[src/rtl/sm_pkg.sv]
package sm_pkg;
  typedef enum logic [2:0] {
    ST_IDLE,
    ST_DEV,
    ST_AHI,
    ST_ALO,
    ST_WDATA,
    ST_RDATA
  } sm_state_e;

  localparam logic [3:0] DEV_CODE = 4'b1010;
endpackage

[src/rtl/bus_sampler.sv]
module bus_sampler #(
  parameter int SYNC_STAGES = 2
) (
  input  logic clk,
  input  logic rst,
  input  logic scl_in,
  input  logic sda_in,
  output logic sda_lvl,
  output logic scl_rise,
  output logic scl_fall,
  output logic start_det,
  output logic stop_det
);
  logic [SYNC_STAGES-1:0] scl_sync;
  logic [SYNC_STAGES-1:0] sda_sync;
  logic scl_q, sda_q, scl_lvl;

  generate
    if (SYNC_STAGES == 1) begin : g_one
      always_ff @(posedge clk) begin
        if (rst) begin
          scl_sync <= '1;
          sda_sync <= '1;
        end else begin
          scl_sync <= scl_in;
          sda_sync <= sda_in;
        end
      end
    end else begin : g_chain
      always_ff @(posedge clk) begin
        if (rst) begin
          scl_sync <= '1;
          sda_sync <= '1;
        end else begin
          scl_sync <= {scl_sync[SYNC_STAGES-2:0], scl_in};
          sda_sync <= {sda_sync[SYNC_STAGES-2:0], sda_in};
        end
      end
    end
  endgenerate

  assign scl_lvl = scl_sync[SYNC_STAGES-1];
  assign sda_lvl = sda_sync[SYNC_STAGES-1];

  always_ff @(posedge clk) begin
    if (rst) begin
      scl_q <= 1'b1;
      sda_q <= 1'b1;
    end else begin
      scl_q <= scl_lvl;
      sda_q <= sda_lvl;
    end
  end

  assign scl_rise  = scl_lvl & ~scl_q;
  assign scl_fall  = ~scl_lvl & scl_q;
  assign start_det = scl_lvl & scl_q & sda_q & ~sda_lvl;
  assign stop_det  = scl_lvl & scl_q & ~sda_q & sda_lvl;
endmodule

[src/rtl/addr_counter.sv]
module addr_counter #(
  parameter int ADDR_W = 14,
  parameter int PAGE_W = 6
) (
  input  logic              clk,
  input  logic              rst,
  input  logic              load,
  input  logic [ADDR_W-1:0] load_val,
  input  logic              step_array,
  input  logic              step_page,
  output logic [ADDR_W-1:0] cnt
);
  localparam int ROW_W = ADDR_W - PAGE_W;

  always_ff @(posedge clk) begin
    if (rst)
      cnt <= '0;
    else if (load)
      cnt <= load_val;
    else if (step_array)
      cnt <= cnt + 1'b1;
    else if (step_page)
      cnt <= {cnt[ADDR_W-1:PAGE_W], cnt[PAGE_W-1:0] + 1'b1};
  end

  AST_PAGE_ROW_KEPT: assert property (@(posedge clk) disable iff (rst)
    (step_page && !load && !step_array) |=> cnt[ADDR_W-1:PAGE_W] == $past(cnt[ADDR_W-1:PAGE_W]));

  AST_ARRAY_WRAP: assert property (@(posedge clk) disable iff (rst)
    (step_array && !load && cnt == {ADDR_W{1'b1}}) |=> cnt == '0);

  initial begin
    AST_ROW_WIDTH: assert (ROW_W > 0);
  end
endmodule

[src/rtl/serial_mem_slave.sv]
module serial_mem_slave #(
  parameter int ADDR_W      = 14,
  parameter int PAGE_W      = 6,
  parameter int SYNC_STAGES = 2
) (
  input  logic              clk,
  input  logic              rst,
  input  logic              scl_in,
  input  logic              sda_in,
  input  logic [2:0]        strap_sel,
  output logic              sda_oe,
  input  logic              wr_busy,
  output logic              wr_push,
  output logic [ADDR_W-1:0] wr_addr,
  output logic [7:0]        wr_data,
  output logic              wr_commit,
  output logic              rd_en,
  output logic [ADDR_W-1:0] rd_addr,
  input  logic [7:0]        rd_data
);
  import sm_pkg::*;

  localparam int HI_W = ADDR_W - 8;

  sm_state_e         st;
  logic [3:0]        bit_cnt;
  logic [7:0]        shreg;
  logic [7:0]        txreg;
  logic [HI_W-1:0]   addr_hi;
  logic              ack_ok;
  logic              wrote;
  logic              load_q;

  logic sda_lvl, scl_rise, scl_fall, start_det, stop_det;
  logic dev_match, ack_clk_rise, fetch_evt;
  logic ctr_load, ctr_step_page;
  logic [ADDR_W-1:0] ctr;

  bus_sampler #(.SYNC_STAGES(SYNC_STAGES)) u_samp (
    .clk(clk), .rst(rst), .scl_in(scl_in), .sda_in(sda_in),
    .sda_lvl(sda_lvl), .scl_rise(scl_rise), .scl_fall(scl_fall),
    .start_det(start_det), .stop_det(stop_det)
  );

  assign dev_match    = (shreg[7:4] == DEV_CODE) && (shreg[3:1] == strap_sel);
  assign ack_clk_rise = scl_rise && (bit_cnt == 4'd8);
  assign fetch_evt    = ack_clk_rise &&
                        (((st == ST_DEV) && ack_ok && shreg[0]) ||
                         ((st == ST_RDATA) && !sda_lvl));
  assign ctr_load      = ack_clk_rise && (st == ST_ALO);
  assign ctr_step_page = scl_rise && (st == ST_WDATA) && (bit_cnt == 4'd7);

  addr_counter #(.ADDR_W(ADDR_W), .PAGE_W(PAGE_W)) u_ctr (
    .clk(clk), .rst(rst),
    .load(ctr_load), .load_val({addr_hi, shreg}),
    .step_array(fetch_evt), .step_page(ctr_step_page),
    .cnt(ctr)
  );

  always_ff @(posedge clk) begin
    if (rst) begin
      st        <= ST_IDLE;
      bit_cnt   <= '0;
      shreg     <= '0;
      txreg     <= '0;
      addr_hi   <= '0;
      ack_ok    <= 1'b0;
      wrote     <= 1'b0;
      load_q    <= 1'b0;
      sda_oe    <= 1'b0;
      wr_push   <= 1'b0;
      wr_addr   <= '0;
      wr_data   <= '0;
      wr_commit <= 1'b0;
      rd_en     <= 1'b0;
      rd_addr   <= '0;
    end else begin
      wr_push   <= 1'b0;
      wr_commit <= 1'b0;
      rd_en     <= 1'b0;
      load_q    <= rd_en;
      if (load_q)
        txreg <= rd_data;

      if (start_det) begin
        st      <= ST_DEV;
        bit_cnt <= '0;
        sda_oe  <= 1'b0;
        wrote   <= 1'b0;
        ack_ok  <= 1'b0;
      end else if (stop_det) begin
        st        <= ST_IDLE;
        sda_oe    <= 1'b0;
        wr_commit <= (st == ST_WDATA) && wrote;
        wrote     <= 1'b0;
      end else if (scl_rise && st != ST_IDLE) begin
        if (bit_cnt != 4'd8) begin
          shreg   <= {shreg[6:0], sda_lvl};
          bit_cnt <= bit_cnt + 1'b1;
          if (ctr_step_page) begin
            wr_push <= 1'b1;
            wr_addr <= ctr;
            wr_data <= {shreg[6:0], sda_lvl};
            wrote   <= 1'b1;
          end
        end else begin
          bit_cnt <= '0;
          if (fetch_evt) begin
            rd_en   <= 1'b1;
            rd_addr <= ctr;
          end
          unique case (st)
            ST_DEV:   st <= !ack_ok ? ST_IDLE : (shreg[0] ? ST_RDATA : ST_AHI);
            ST_AHI: begin
              addr_hi <= shreg[HI_W-1:0];
              st      <= ST_ALO;
            end
            ST_ALO:   st <= ST_WDATA;
            ST_WDATA: st <= ST_WDATA;
            ST_RDATA: st <= sda_lvl ? ST_IDLE : ST_RDATA;
            default:  st <= ST_IDLE;
          endcase
        end
      end else if (scl_fall && st != ST_IDLE) begin
        if (bit_cnt == 4'd8) begin
          unique case (st)
            ST_DEV: begin
              ack_ok <= dev_match && !wr_busy;
              sda_oe <= dev_match && !wr_busy;
            end
            ST_RDATA: sda_oe <= 1'b0;
            default:  sda_oe <= 1'b1;
          endcase
        end else if (st == ST_RDATA && !load_q) begin
          sda_oe <= !txreg[7];
          txreg  <= {txreg[6:0], 1'b0};
        end else begin
          sda_oe <= 1'b0;
        end
      end
    end
  end

  AST_OE_AFTER_FALL: assert property (@(posedge clk) disable iff (rst)
    !$stable(sda_oe) |-> $past(scl_fall || start_det || stop_det));

  AST_BUSY_NO_ACK: assert property (@(posedge clk) disable iff (rst)
    (scl_fall && st == ST_DEV && bit_cnt == 4'd8 && wr_busy) |=> !sda_oe);

  AST_IDLE_RELEASED: assert property (@(posedge clk) disable iff (rst)
    (st == ST_IDLE) |-> !sda_oe);

  AST_COMMIT_SINGLE: assert property (@(posedge clk) disable iff (rst)
    wr_commit |=> !wr_commit);

  AST_PUSH_IN_WRITE: assert property (@(posedge clk) disable iff (rst)
    wr_push |-> $past(st == ST_WDATA));

  AST_START_TO_DEV: assert property (@(posedge clk) disable iff (rst)
    start_det |=> (st == ST_DEV && !sda_oe));
endmodule

[config.mk]
export PLATFORM = sky130hd
export DESIGN_NAME = serial_mem_slave
export DESIGN_NICKNAME = d
export VERILOG_FILES = /design/src/rtl/sm_pkg.sv /design/src/rtl/bus_sampler.sv /design/src/rtl/addr_counter.sv /design/src/rtl/serial_mem_slave.sv
export SDC_FILE = /design/constraint.sdc
export NUM_CORES = 1
export LEC_CHECK = 0
export ABC_AREA = 1
export BUFFER_PORTS_ARGS = -buffer_cell sky130_fd_sc_hd__buf_2
export CORE_AREA = 2 2 86 88
export DETAILED_ROUTE_END_ITERATION = 16
export DIE_AREA = 0 0 88 90
export HOLD_SLACK_MARGIN = 0.02
export PLACE_DENSITY_LB_ADDON = 0.12
export SKIP_LAST_GASP = 1
export SYNTH_ARGS = -nofsm -noshare
export SYNTH_HDL_FRONTEND = slang
export SYNTH_SLANG_ARGS = --single-unit
[constraint.sdc]
create_clock -name clk -period 3.85 [get_ports clk]
set_clock_uncertainty 0.1 [all_clocks]
set_input_delay 0.1925 -clock clk [delete_from_list [all_inputs] [get_ports clk]]
set_output_delay 0.1925 -clock clk [all_outputs]
set_load 0.005 [all_outputs]
# Word-level counts from Yosys, hierarchy flattened
# Cells that the tools add are included.
dict set report word_totals {
  reg_bits 92
  latchBits 0
  ramBits 0
  romBits 0
  output_inout_bits 40
  memories 0
}
dict set report classes {
  n_addsub 3
  n_mul 0
  div_mod_pow 0
  magnitude_cmp 0
  eq_ne 11
  shifts 0
  muxes 24
  n_bitwise 15
  n_reduce_logical 39
}
# cell count
set ops {}
lappend ops {{$mux W8} 7}
lappend ops {{$mux W14} 2}
lappend ops {{$reduce_and A5 Y1} 4}
lappend ops {{$add A14 B1 Y14 const B} 1}
lappend ops {{$logic_and A1 B1 Y1} 14}
lappend ops {{$pmux W3 S4} 1}
lappend ops {{$reduce_or A5 Y1} 2}
lappend ops {{$mux W3} 3}
lappend ops {{$reduce_bool A3 Y1} 3}
lappend ops {{$eq A4 B4 Y1 const B} 2}
lappend ops {{$mux W1} 8}
lappend ops {{$not A1 Y1} 8}
lappend ops {{$reduce_and A2 Y1} 4}
lappend ops {{$and A1 B1 Y1} 7}
lappend ops {{$add A6 B1 Y6 const B} 1}
lappend ops {{$eq A3 B2 Y1 const B} 2}
lappend ops {{$eq A3 B3 Y1 const B} 2}
lappend ops {{$mux W6} 1}
lappend ops {{$reduce_or A3 Y1} 2}
lappend ops {{$add A4 B1 Y4 const B} 1}
lappend ops {{$eq A4 B3 Y1 const B} 1}
lappend ops {{$logic_not A1 Y1} 4}
lappend ops {{$mux W4} 1}
lappend ops {{$ne A4 B4 Y1 const B} 1}
lappend ops {{other kinds (9)} 10}

# Logic depth before layout (Yosys ltp)
# Gate-level depths: netlist (run 1).
dict set report logic_depth {
  ltp_word 8
  ltp_mapped 12
}

# Cells and area by module
# From an unflattened synthesis (run 1), not the netlist that was laid out.
dict set report hier_totals {
  hier_cells 563
  hier_area_um2 4156.5
}
# module n_inst cells_per_inst area_per_inst_um2 seq_area_each_um2
set modules_own_cells {}
lappend modules_own_cells {serial_mem_slave 1 399 3055.4 1441.4}
lappend modules_own_cells {addr_counter 1 140 903.4 280.3}
lappend modules_own_cells {bus_sampler 1 24 197.7 120.1}

# Worst setup path after synthesis (run 1)
# Ideal clock, no wire load.
dict set report synth_path {
  kind {flip-flop to flip-flop}
  start {register bit_cnt[0]}
  end {register u_ctr.cnt[10]}
  arrival_ns 1.403
  required_time_ns 3.622
  slack_ns 2.220
  path_stages_with_launch 12
  n_path_buf 2
  synth_period_minus_slack_ns 1.630
  cell_sequence {dfxtp_1 -> inv_1 -> ha_1 -> nand3_4 -> nor2_8 -> nand2_2 -> buf_6 -> buf_6 -> nand3_1 -> nand2_1 -> nor2_1 -> nor2_1}
}
dict set report synth_via {
  elab_chain_cells 4
  elab_cells_between_ends 6
  cone_classes {1 x eq/ne; 1 x mux; 4 x reduce/logical}
}
# item line
set synth_rtl {}
lappend synth_rtl {{from (decl)} serial_mem_slave.sv:26} ;# logic [3:0] bit_cnt;
lappend synth_rtl {{from (signal assigned)} serial_mem_slave.sv:99} ;# bit_cnt <= bit_cnt + 1'b1;
lappend synth_rtl {{$eq A4 B4 Y1 *} serial_mem_slave.sv:46} ;# assign ack_clk_rise = scl_rise && (bit_cnt == 4'd8);
lappend synth_rtl {{$logic_and A1 B1 Y1 *} serial_mem_slave.sv:46}
lappend synth_rtl {{$logic_and A1 B1 Y1, on equally long branches} {serial_mem_slave.sv:50, serial_mem_slave.sv:47}}
lappend synth_rtl {{$mux W14 or $reduce_bool A2 Y1 (tied branches)} -}
lappend synth_rtl {{to (signal assigned)} addr_counter.sv:19} ;# cnt <= load_val;
lappend synth_rtl {{to (signal assigned)} addr_counter.sv:21} ;# cnt <= cnt + 1'b1;
lappend synth_rtl {{to (signal assigned)} addr_counter.sv:23} ;# cnt <= {cnt[ADDR_W-1:PAGE_W], cnt[PAGE_W-1:0] + 1'b1};
lappend synth_rtl {{to (decl)} addr_counter.sv:11} ;# output logic [ADDR_W-1:0] cnt
# Mark *: on every way between the ends. The rest lies on a longest branch, timed or not.
# A chain may end at the register's enable or synchronous reset.

# Final worst setup path (run 1)
dict set report layout_path {
  start {register st[2]}
  end {register u_ctr.cnt[4]}
}
dict set report layout_via {
  elab_chain_cells 7
  elab_cells_between_ends 15
  cone_classes {4 x eq/ne; 2 x mux; 9 x reduce/logical}
}
# item line
set layout_rtl {}
lappend layout_rtl {{from (decl)} serial_mem_slave.sv:25} ;# sm_state_e st;
lappend layout_rtl {{from (signal assigned)} serial_mem_slave.sv:113} ;# ST_DEV: st <= !ack_ok ? ST_IDLE : (shreg[0] ? ST_RDATA : ST_AHI);
lappend layout_rtl {{from (signal assigned)} serial_mem_slave.sv:120} ;# ST_RDATA: st <= sda_lvl ? ST_IDLE : ST_RDATA;
lappend layout_rtl {{$eq A3 B1 Y1} serial_mem_slave.sv:48} ;# (((st == ST_DEV) && ack_ok && shreg[0]) ||
lappend layout_rtl {{$logic_and A1 B1 Y1 (2 in series)} serial_mem_slave.sv:48}
lappend layout_rtl {{$logic_or A1 B1 Y1} serial_mem_slave.sv:48}
lappend layout_rtl {{$logic_and A1 B1 Y1} serial_mem_slave.sv:47} ;# assign fetch_evt = ack_clk_rise &&
lappend layout_rtl {{$mux W14} addr_counter.sv:20} ;# else if (step_array)
lappend layout_rtl {{$mux W14} addr_counter.sv:18} ;# else if (load)
# Parallel ways exist; a longest one is shown, timed or not. The select of a mux whose other input is x is not followed.

==> results.md, run 1 <==
- Combinational group share of total power: 0.025
- Worst-path cell chain: inv_1, nand3_1, nand2_1, nand2_2, nand3_1, o21ai_0, nor2_1
- Placeable core region: 7020 µm²
- Clock Sink Count: 92
- Final wirelength: 9.67 mm
- Post-synth top area cell: sky130_fd_sc_hd__dfxtp_1
- Worst IR drop on VDD: 266 µV
- Worst Hold Class: in2reg
- Number of slew-limit violations in the final report: 0
- Kind of end point of the critical path: flop
- Critical Path Max Stage Delay: 580 ps
- Synth Register Bits: 92
- Sequential fraction of the synthesis area: 0.444
- Sum Neg Setup Slack: 0 ps
- Die area: 7920 µm²
- Distinct cells, synth: 33
- Largest cells by area after synthesis: sky130_fd_sc_hd__dfxtp_1 (44%), sky130_fd_sc_hd__nand2_1 (11%), sky130_fd_sc_hd__nor2_1 (9.0%)
- Post-Place Worst Slack: 1360 ps
- Detailed-route via count: 3,907
- Number of ports placed on the die boundary: 56
- Syn Std Cell Area: 4150 µm²
- Cell internal power dissipation: 0.00147 W
- Synthesized instance count: 577
- Initial core utilization: 0.590
- Most used DFF post-synth: sky130_fd_sc_hd__dfxtp_1
- Maximum number of pins on one net before global-route repair: 64
- Final net count: 642
- Post-route fraction of the period consumed by the critical path: 0.662
- Hold violation count in the final report: 0
- Yosys Warn Count: 0
- Die Height: 90 µm
- Actual slew at the worst max-slew pin: 677 ps
- Fraction of power consumed by the clock network: 0.460
- Drt via density: 5.37
- Clock latency reported for the late side of the worst-skew pair: 360 ps
- Category of the worst setup path launch point: flop
- Number of buffers created by CTS: 9
- Asr flop ratio synth: 0
- Iteration count of the initial detailed-routing pass: 5
- Worst slew margin relative to its limit: 0.549
- Fraction of power consumed by sequential logic: 0.515
- Share of the synthesized area in the top cell type: 0.444
- Number of violations reported at the end of detailed-routing iteration 0: 250
- Initial antenna violation count: 0
- Remaining antenna violation count: 0
- Level count of the clock H-tree: 3
- Detail-routed net length per standard cell: 13.3 µm
- Critical setup path kind: reg2reg
- Total congestion overflow: 0
- # rows: 31
- Number of I/O port buffers: 55
- Number of buffers and inverters on the critical path: 1
- Minimum clock period after layout: 2550 ps
- Finished Core Util: 0.673
- Crit path DAT: 2710 ps
- Worst setup startpoint: st[2]
- Post-CTS setup repair buffer count: 0
- Total of endpoints with negative setup slack in the final report: 0
- Buffer levels on the longest clock path: 2
- Avg Synthesized Cell Area: 7.18 µm²
- Placed cells: 708
- Fraction of layout cells with a size suffix above 1: 0.146
- Drt drc: 0
- Run status: finished clean
- Post-synthesis net count: 596
- Maximum fanout along the worst path: 33
- RSZ-0062 raised after global routing: no
- Via count of the first global-routing pass: 3,558
- Cell occurring most often along the worst timing path: sky130_fd_sc_hd__nand3_1
- Reported leakage power: 1.98 nW
- Wire length of the first global-routing pass: 16.3 mm
- Net switching power: 0.000387 W
- GRT Util Overall: 0.256
- Critical Path RT: 4010 ps
- Final setup margin: 1300 ps
- Horizontal extent of the die: 88 µm
- Slowest CP cell: sky130_fd_sc_hd__nand2_2
- Final cell count without fillers: 727
- Post-CTS clock slew at the launch and capture registers of the worst setup and hold paths: 90 ps
- Antenna fix cells: 0
- Global placement routability congestion: 0.897
- Share of total power consumed by net switching: 0.208
- TritonCTS clock tree: yes
- Power density over the cells: 394 nW/µm²
- Worst hold path startpoint: rd_data[6]
- Number of synthesized flops with an enable pin: 0
- Layout-stage area growth over the synthesis result: 13.9%
- Kind of cell with the highest combined delay on the critical path: simple AND/OR/NAND/NOR gates
- Hpwl dp: 6.77 mm
- Clock Root Buffer: sky130_fd_sc_hd__clkbuf_8
- Maximum clock rate: 392 MHz
- Reg-to-reg startpoint: st[2]
- Max-cap check violation count: 0
==> power by group through the flow <==
stage / registers, W / logic [W] / clock network, W
finish: 0.000958 / 0.0000472 / 0.000855
global route: 0.000958 / 0.0000537 / 0.000902
CTS: 0.000957 / 0.0000471 / 0.000862
detailed placement: 0.000980 / 0.0000446 / 0
global placement: 0.000980 / 0.0000439 / 0
floorplan: 0.000979 / 0.0000297 / 0
==> path summary, 6_finish.rpt <==
path	end	slack, ps	cells past startpoint
worst max-delay path	u_ctr.cnt[4]	1300	7
worst min-delay path	txreg[6]	50	3
worst max register to register	u_ctr.cnt[4]	1300	7
worst min register to register	u_samp.scl_sync[1]	310	1
==> logic make-up (layout without fill, tap and decap cells) <==
logic type / after synthesis / count (layout) / synth area share
adders and majority gates: 3 / 3 / 0.00906
AOI/OAI and AO/OA: 91 / 91 / 0.127
buffers and inverters: 81 / 132 / 0.0833
xor gates and xnor gates: 2 / 2 / 0.00423
DFF: 92 / 92 / 0.444
muxes: 5 / 5 / 0.0121
and+or+nand+nor: 303 / 303 / 0.320
==> layout make-up <==
type / instances / area (µm²)
flip-flops and latches: 92 / 1840
inverters: 56 / 210
well taps: 99 / 124
multi-input cells: 404 / 1960
clock buffers: 9 / 124
fillers: 639 / 2300
clock inverters: 7 / 145
repair buffers: 60 / 320
==> timing repair <==
action                    in CTS  in global routing
hold endpoints to repair       3                  0
hold buffers                   3                  0
gates resized for setup        0                  0
==> worst reg2reg max path: cells and delay by family (launching register included) <==
family | cells | cell delay [ps]
buffers and inverters | 1 | 120
AND/OR/NAND/NOR | 5 | 1520
flip-flops | 1 | 410
AO/OA/AOI/OAI | 1 | 300
==> per-stage QoR <==
stage               hold WS (ps)  power, W  cell area [µm²]
finish                      46.2   0.00186             4720
global route                66.9   0.00191             4720
CTS                         43.3   0.00187             4720
detailed placement           279   0.00102             4420
global placement             275   0.00102             4420
floorplan                    196   0.00101             4150
==> routing by layer <==
| metal | GRT usage | vias up | wire [µm] |
|---|---|---|---|
| li1 | - | 1976 | - |
| met1 | 0.361 | 1780 | 4590 |
| met2 | 0.393 | 135 | 4340 |
| met3 | 0.0395 | 16 | 563 |
| met4 | 0.0974 | 0 | 185 |
| met5 | 0 | - | 0 |
==> cells in the mapped netlist, drive strengths merged, types with 5 or more instances <==
cell      n
nor3      6
nor2    104
mux2i     5
nand3    54
a21oi    41
clkbuf   10
o21ai    24
or2       6
nand4     6
inv      56
dfxtp    92
nand2   121
a211oi   26
buf      15
==> flip-flops by register name (all words and copies together), names as in the netlist, 2 cells and up <==
signal / cells
rd_addr: 14
u_ctr.cnt: 14
wr_addr: 14
shreg: 8
txreg: 8
wr_data: 8
addr_hi: 6
bit_cnt: 4
st: 3
u_samp.scl_sync: 2
u_samp.sda_sync: 2
==> cells in the final DEF (no fill, tap or decap), types with 6 or more instances in the layout <==
master / n
sky130_fd_sc_hd__nand4_1: 6
sky130_fd_sc_hd__dfxtp_1: 92
sky130_fd_sc_hd__clkbuf_8: 9
sky130_fd_sc_hd__a21oi_1: 39
sky130_fd_sc_hd__nand3_1: 53
sky130_fd_sc_hd__inv_1: 55
sky130_fd_sc_hd__or2_2: 6
sky130_fd_sc_hd__a211oi_1: 26
sky130_fd_sc_hd__buf_2: 55
sky130_fd_sc_hd__o21ai_0: 23
sky130_fd_sc_hd__nor2_1: 99
sky130_fd_sc_hd__nand2_1: 118
No activity file was read; power rests on OpenSTA's default activity.
==> inputs of run 2 (changes only) <==
--- a/config.mk
+++ b/config.mk
@@ -7,9 +7,9 @@
 export LEC_CHECK = 0
 export ABC_AREA = 1
 export BUFFER_PORTS_ARGS = -buffer_cell sky130_fd_sc_hd__buf_2
-export CORE_AREA = 2 2 86 88
+export CORE_AREA = 2 2 93 95
 export DETAILED_ROUTE_END_ITERATION = 16
-export DIE_AREA = 0 0 88 90
+export DIE_AREA = 0 0 95 97
 export HOLD_SLACK_MARGIN = 0.02
 export PLACE_DENSITY_LB_ADDON = 0.12
 export SKIP_LAST_GASP = 1
==> constraint.sdc (replaced) <==
create_clock -name clk -period 2.3 [get_ports clk]
set_clock_uncertainty 0.1 [all_clocks]
set_input_delay 0.115 -clock clk [delete_from_list [all_inputs] [get_ports clk]]
set_output_delay 0.115 -clock clk [all_outputs]
set_load 0.005 [all_outputs]
==> run 2 against run 1 <==
Net effect:
- sequential share of layout area decreased by 0.83 points
- fmax up 26%
- via count fell by 1.8%
- register-to-register slack lost 1000 ps
- clock-buffer cell count stayed put
- hold slack gained 53 ps
- die area increased by 16%
- largest power group unchanged
- cell count is 2.8% higher
- first-iteration DRC count down 16%
- wire length rose by 2.1%
==> results.md, run 2 (synthesis gave the netlist of run 1 again) <==
- Cell occurring most often along the worst timing path: sky130_fd_sc_hd__inv_1
- Worst slew margin relative to its limit: 0.566
- Drt via density: 5.13
- Number of buffers created by CTS: 9
- Worst-path cell chain: inv_1, ha_1, nand3_4, nor2_8, nand2_2, nand3_2, nand3_1, inv_1, nor2_1
- Antenna fix cells: 0
- Sum Neg Setup Slack: 0 ps
- Total congestion overflow: 0
- Number of ports placed on the die boundary: 56
- Initial antenna violation count: 0
- Post-route fraction of the period consumed by the critical path: 0.882
- Clock Root Buffer: sky130_fd_sc_hd__clkbuf_8
- GRT Util Overall: 0.222
- Final net count: 656
- Post-CTS clock slew at the launch and capture registers of the worst setup and hold paths: 90 ps
- Max-cap check violation count: 0
- Clock latency reported for the late side of the worst-skew pair: 370 ps
- Highest-count cells in the layout ignoring fill and taps: sky130_fd_sc_hd__nand2_1 (118), sky130_fd_sc_hd__nor2_1 (99), sky130_fd_sc_hd__dfxtp_1 (92), sky130_fd_sc_hd__inv_1 (55), sky130_fd_sc_hd__buf_2 (55)
- Total of endpoints with negative setup slack in the final report: 0
- Clock Sink Count: 92
- Run status: finished clean
- Layout-stage area growth over the synthesis result: 16.4%
- Crit path DAT: 2200 ps
- Hpwl dp: 6.99 mm
- Placeable core region: 8130 µm²
- Hold violation count in the final report: 0
- Seq. cell area: 1840 µm²
- # rows: 33
- Number of I/O port buffers: 55
- Die area: 9220 µm²
- TritonCTS clock tree: yes
- Category of the worst setup path launch point: flop
- Power density over the cells: 605 nW/µm²
- Maximum fanout along the worst path: 20
- Critical setup path kind: reg2reg
- RSZ-0062 raised after global routing: no
- Slowest CP cell: sky130_fd_sc_hd__dfxtp_1
- Kind of end point of the critical path: flop
- Buffer levels on the longest clock path: 2
- Maximum clock rate: 493 MHz
- Detail-routed net length per standard cell: 13.2 µm
- Via count of the first global-routing pass: 3,441
- Worst Hold Class: in2reg
- Number of slew-limit violations in the final report: 0
- Initial core utilization: 0.510
- Global placement routability congestion: 0.910
- Actual slew at the worst max-slew pin: 651 ps
- Worst IR drop on VDD: 349 µV
- Critical Path Max Stage Delay: 340 ps
- Final wirelength: 9.87 mm
- Die Height: 97 µm
- Registers with the most flip-flops: rd_addr: 14 flops, u_ctr.cnt: 14 flops, wr_addr: 14 flops
- Iteration count of the initial detailed-routing pass: 6
- Level count of the clock H-tree: 3
- Final-layout fill cell count: 774
- Detailed-route via count: 3,835
- Wire length of the first global-routing pass: 16.4 mm
- Fraction of layout cells with a size suffix above 1: 0.154
- Critical Path RT: 2470 ps
- Leading cell type in the layout, fill and taps excluded: sky130_fd_sc_hd__nand2_1
- Number of violations reported at the end of detailed-routing iteration 0: 211
- Minimum clock period after layout: 2030 ps
- Worst hold slack after final layout: 98.7 ps
- Horizontal extent of the die: 95 µm
- Footprint of the multi-input gates: 1960 µm²
- Reported leakage power: 2.03 nW
- Maximum number of pins on one net before global-route repair: 51
- Remaining antenna violation count: 0
- Drt drc: 0
==> run 2: per-stage QoR <==
stage	setup WS, ps	instances	power [W]	instance area, µm²	utilization
floorplan	670	577	0.00169	4150	-
global placement	231	720	0.00172	4490	0.552
detailed placement	169	720	0.00172	4490	0.552
CTS	137	747	0.00294	4820	0.593
global route	49.5	747	0.00302	4830	0.593
finish	272	747	0.00292	4830	0.593
==> run 2: final timing paths <==
kind	startpoint	endpoint	slack, ps	cells after the start
setup / recovery	bit_cnt[0]	u_ctr.cnt[5]	270	9
setup reg to reg	bit_cnt[0]	u_ctr.cnt[5]	270	9
hold reg to reg	u_samp.scl_sync[0]	u_samp.scl_sync[1]	310	1
hold / removal	wr_busy	ack_ok	100	6
==> run 2: metal layers <==
metal  vias to the layer above  GRT usage  routed length [µm]
met5                         -          0                   0
met4                         0     0.0613                 101
met3                         8     0.0304                 561
met2                       108      0.338                4260
met1                      1723      0.326                4940
li1                       1996          -                   -
==> run 2: what timing repair did <==
item	in CTS	in global routing
hold buffers	11	0
resized for setup	0	1
setup buffers	0	0
endpoints found under the setup margin	0	6
hold endpoints to repair	10	0
==> run 2: cell type report <==
cell class	count	share of cell area
Clock buffer	9	0.0257
Clock inverter	7	0.0202
Tap cell	105	0.0272
Timing Repair Buffer	74	0.0949
Inverter	56	0.0436
Multi-Input combinational cell	404	0.407
Sequential cell	92	0.382
==> run 2: where the power goes <==
part           switching (W)  internal (W)
combinational      0.0000545     0.0000353
sequential        0.00000510       0.00160
clock               0.000607      0.000618
total               0.000667       0.00225
==> run 2: critical path: cells and delay by family (launching register included) <==
kind / cells / cell delay [ps]
adders and majority gates: 1 / 220
and+or+nand+nor: 6 / 1110
buffers and inverters: 2 / 150
DFF: 1 / 340
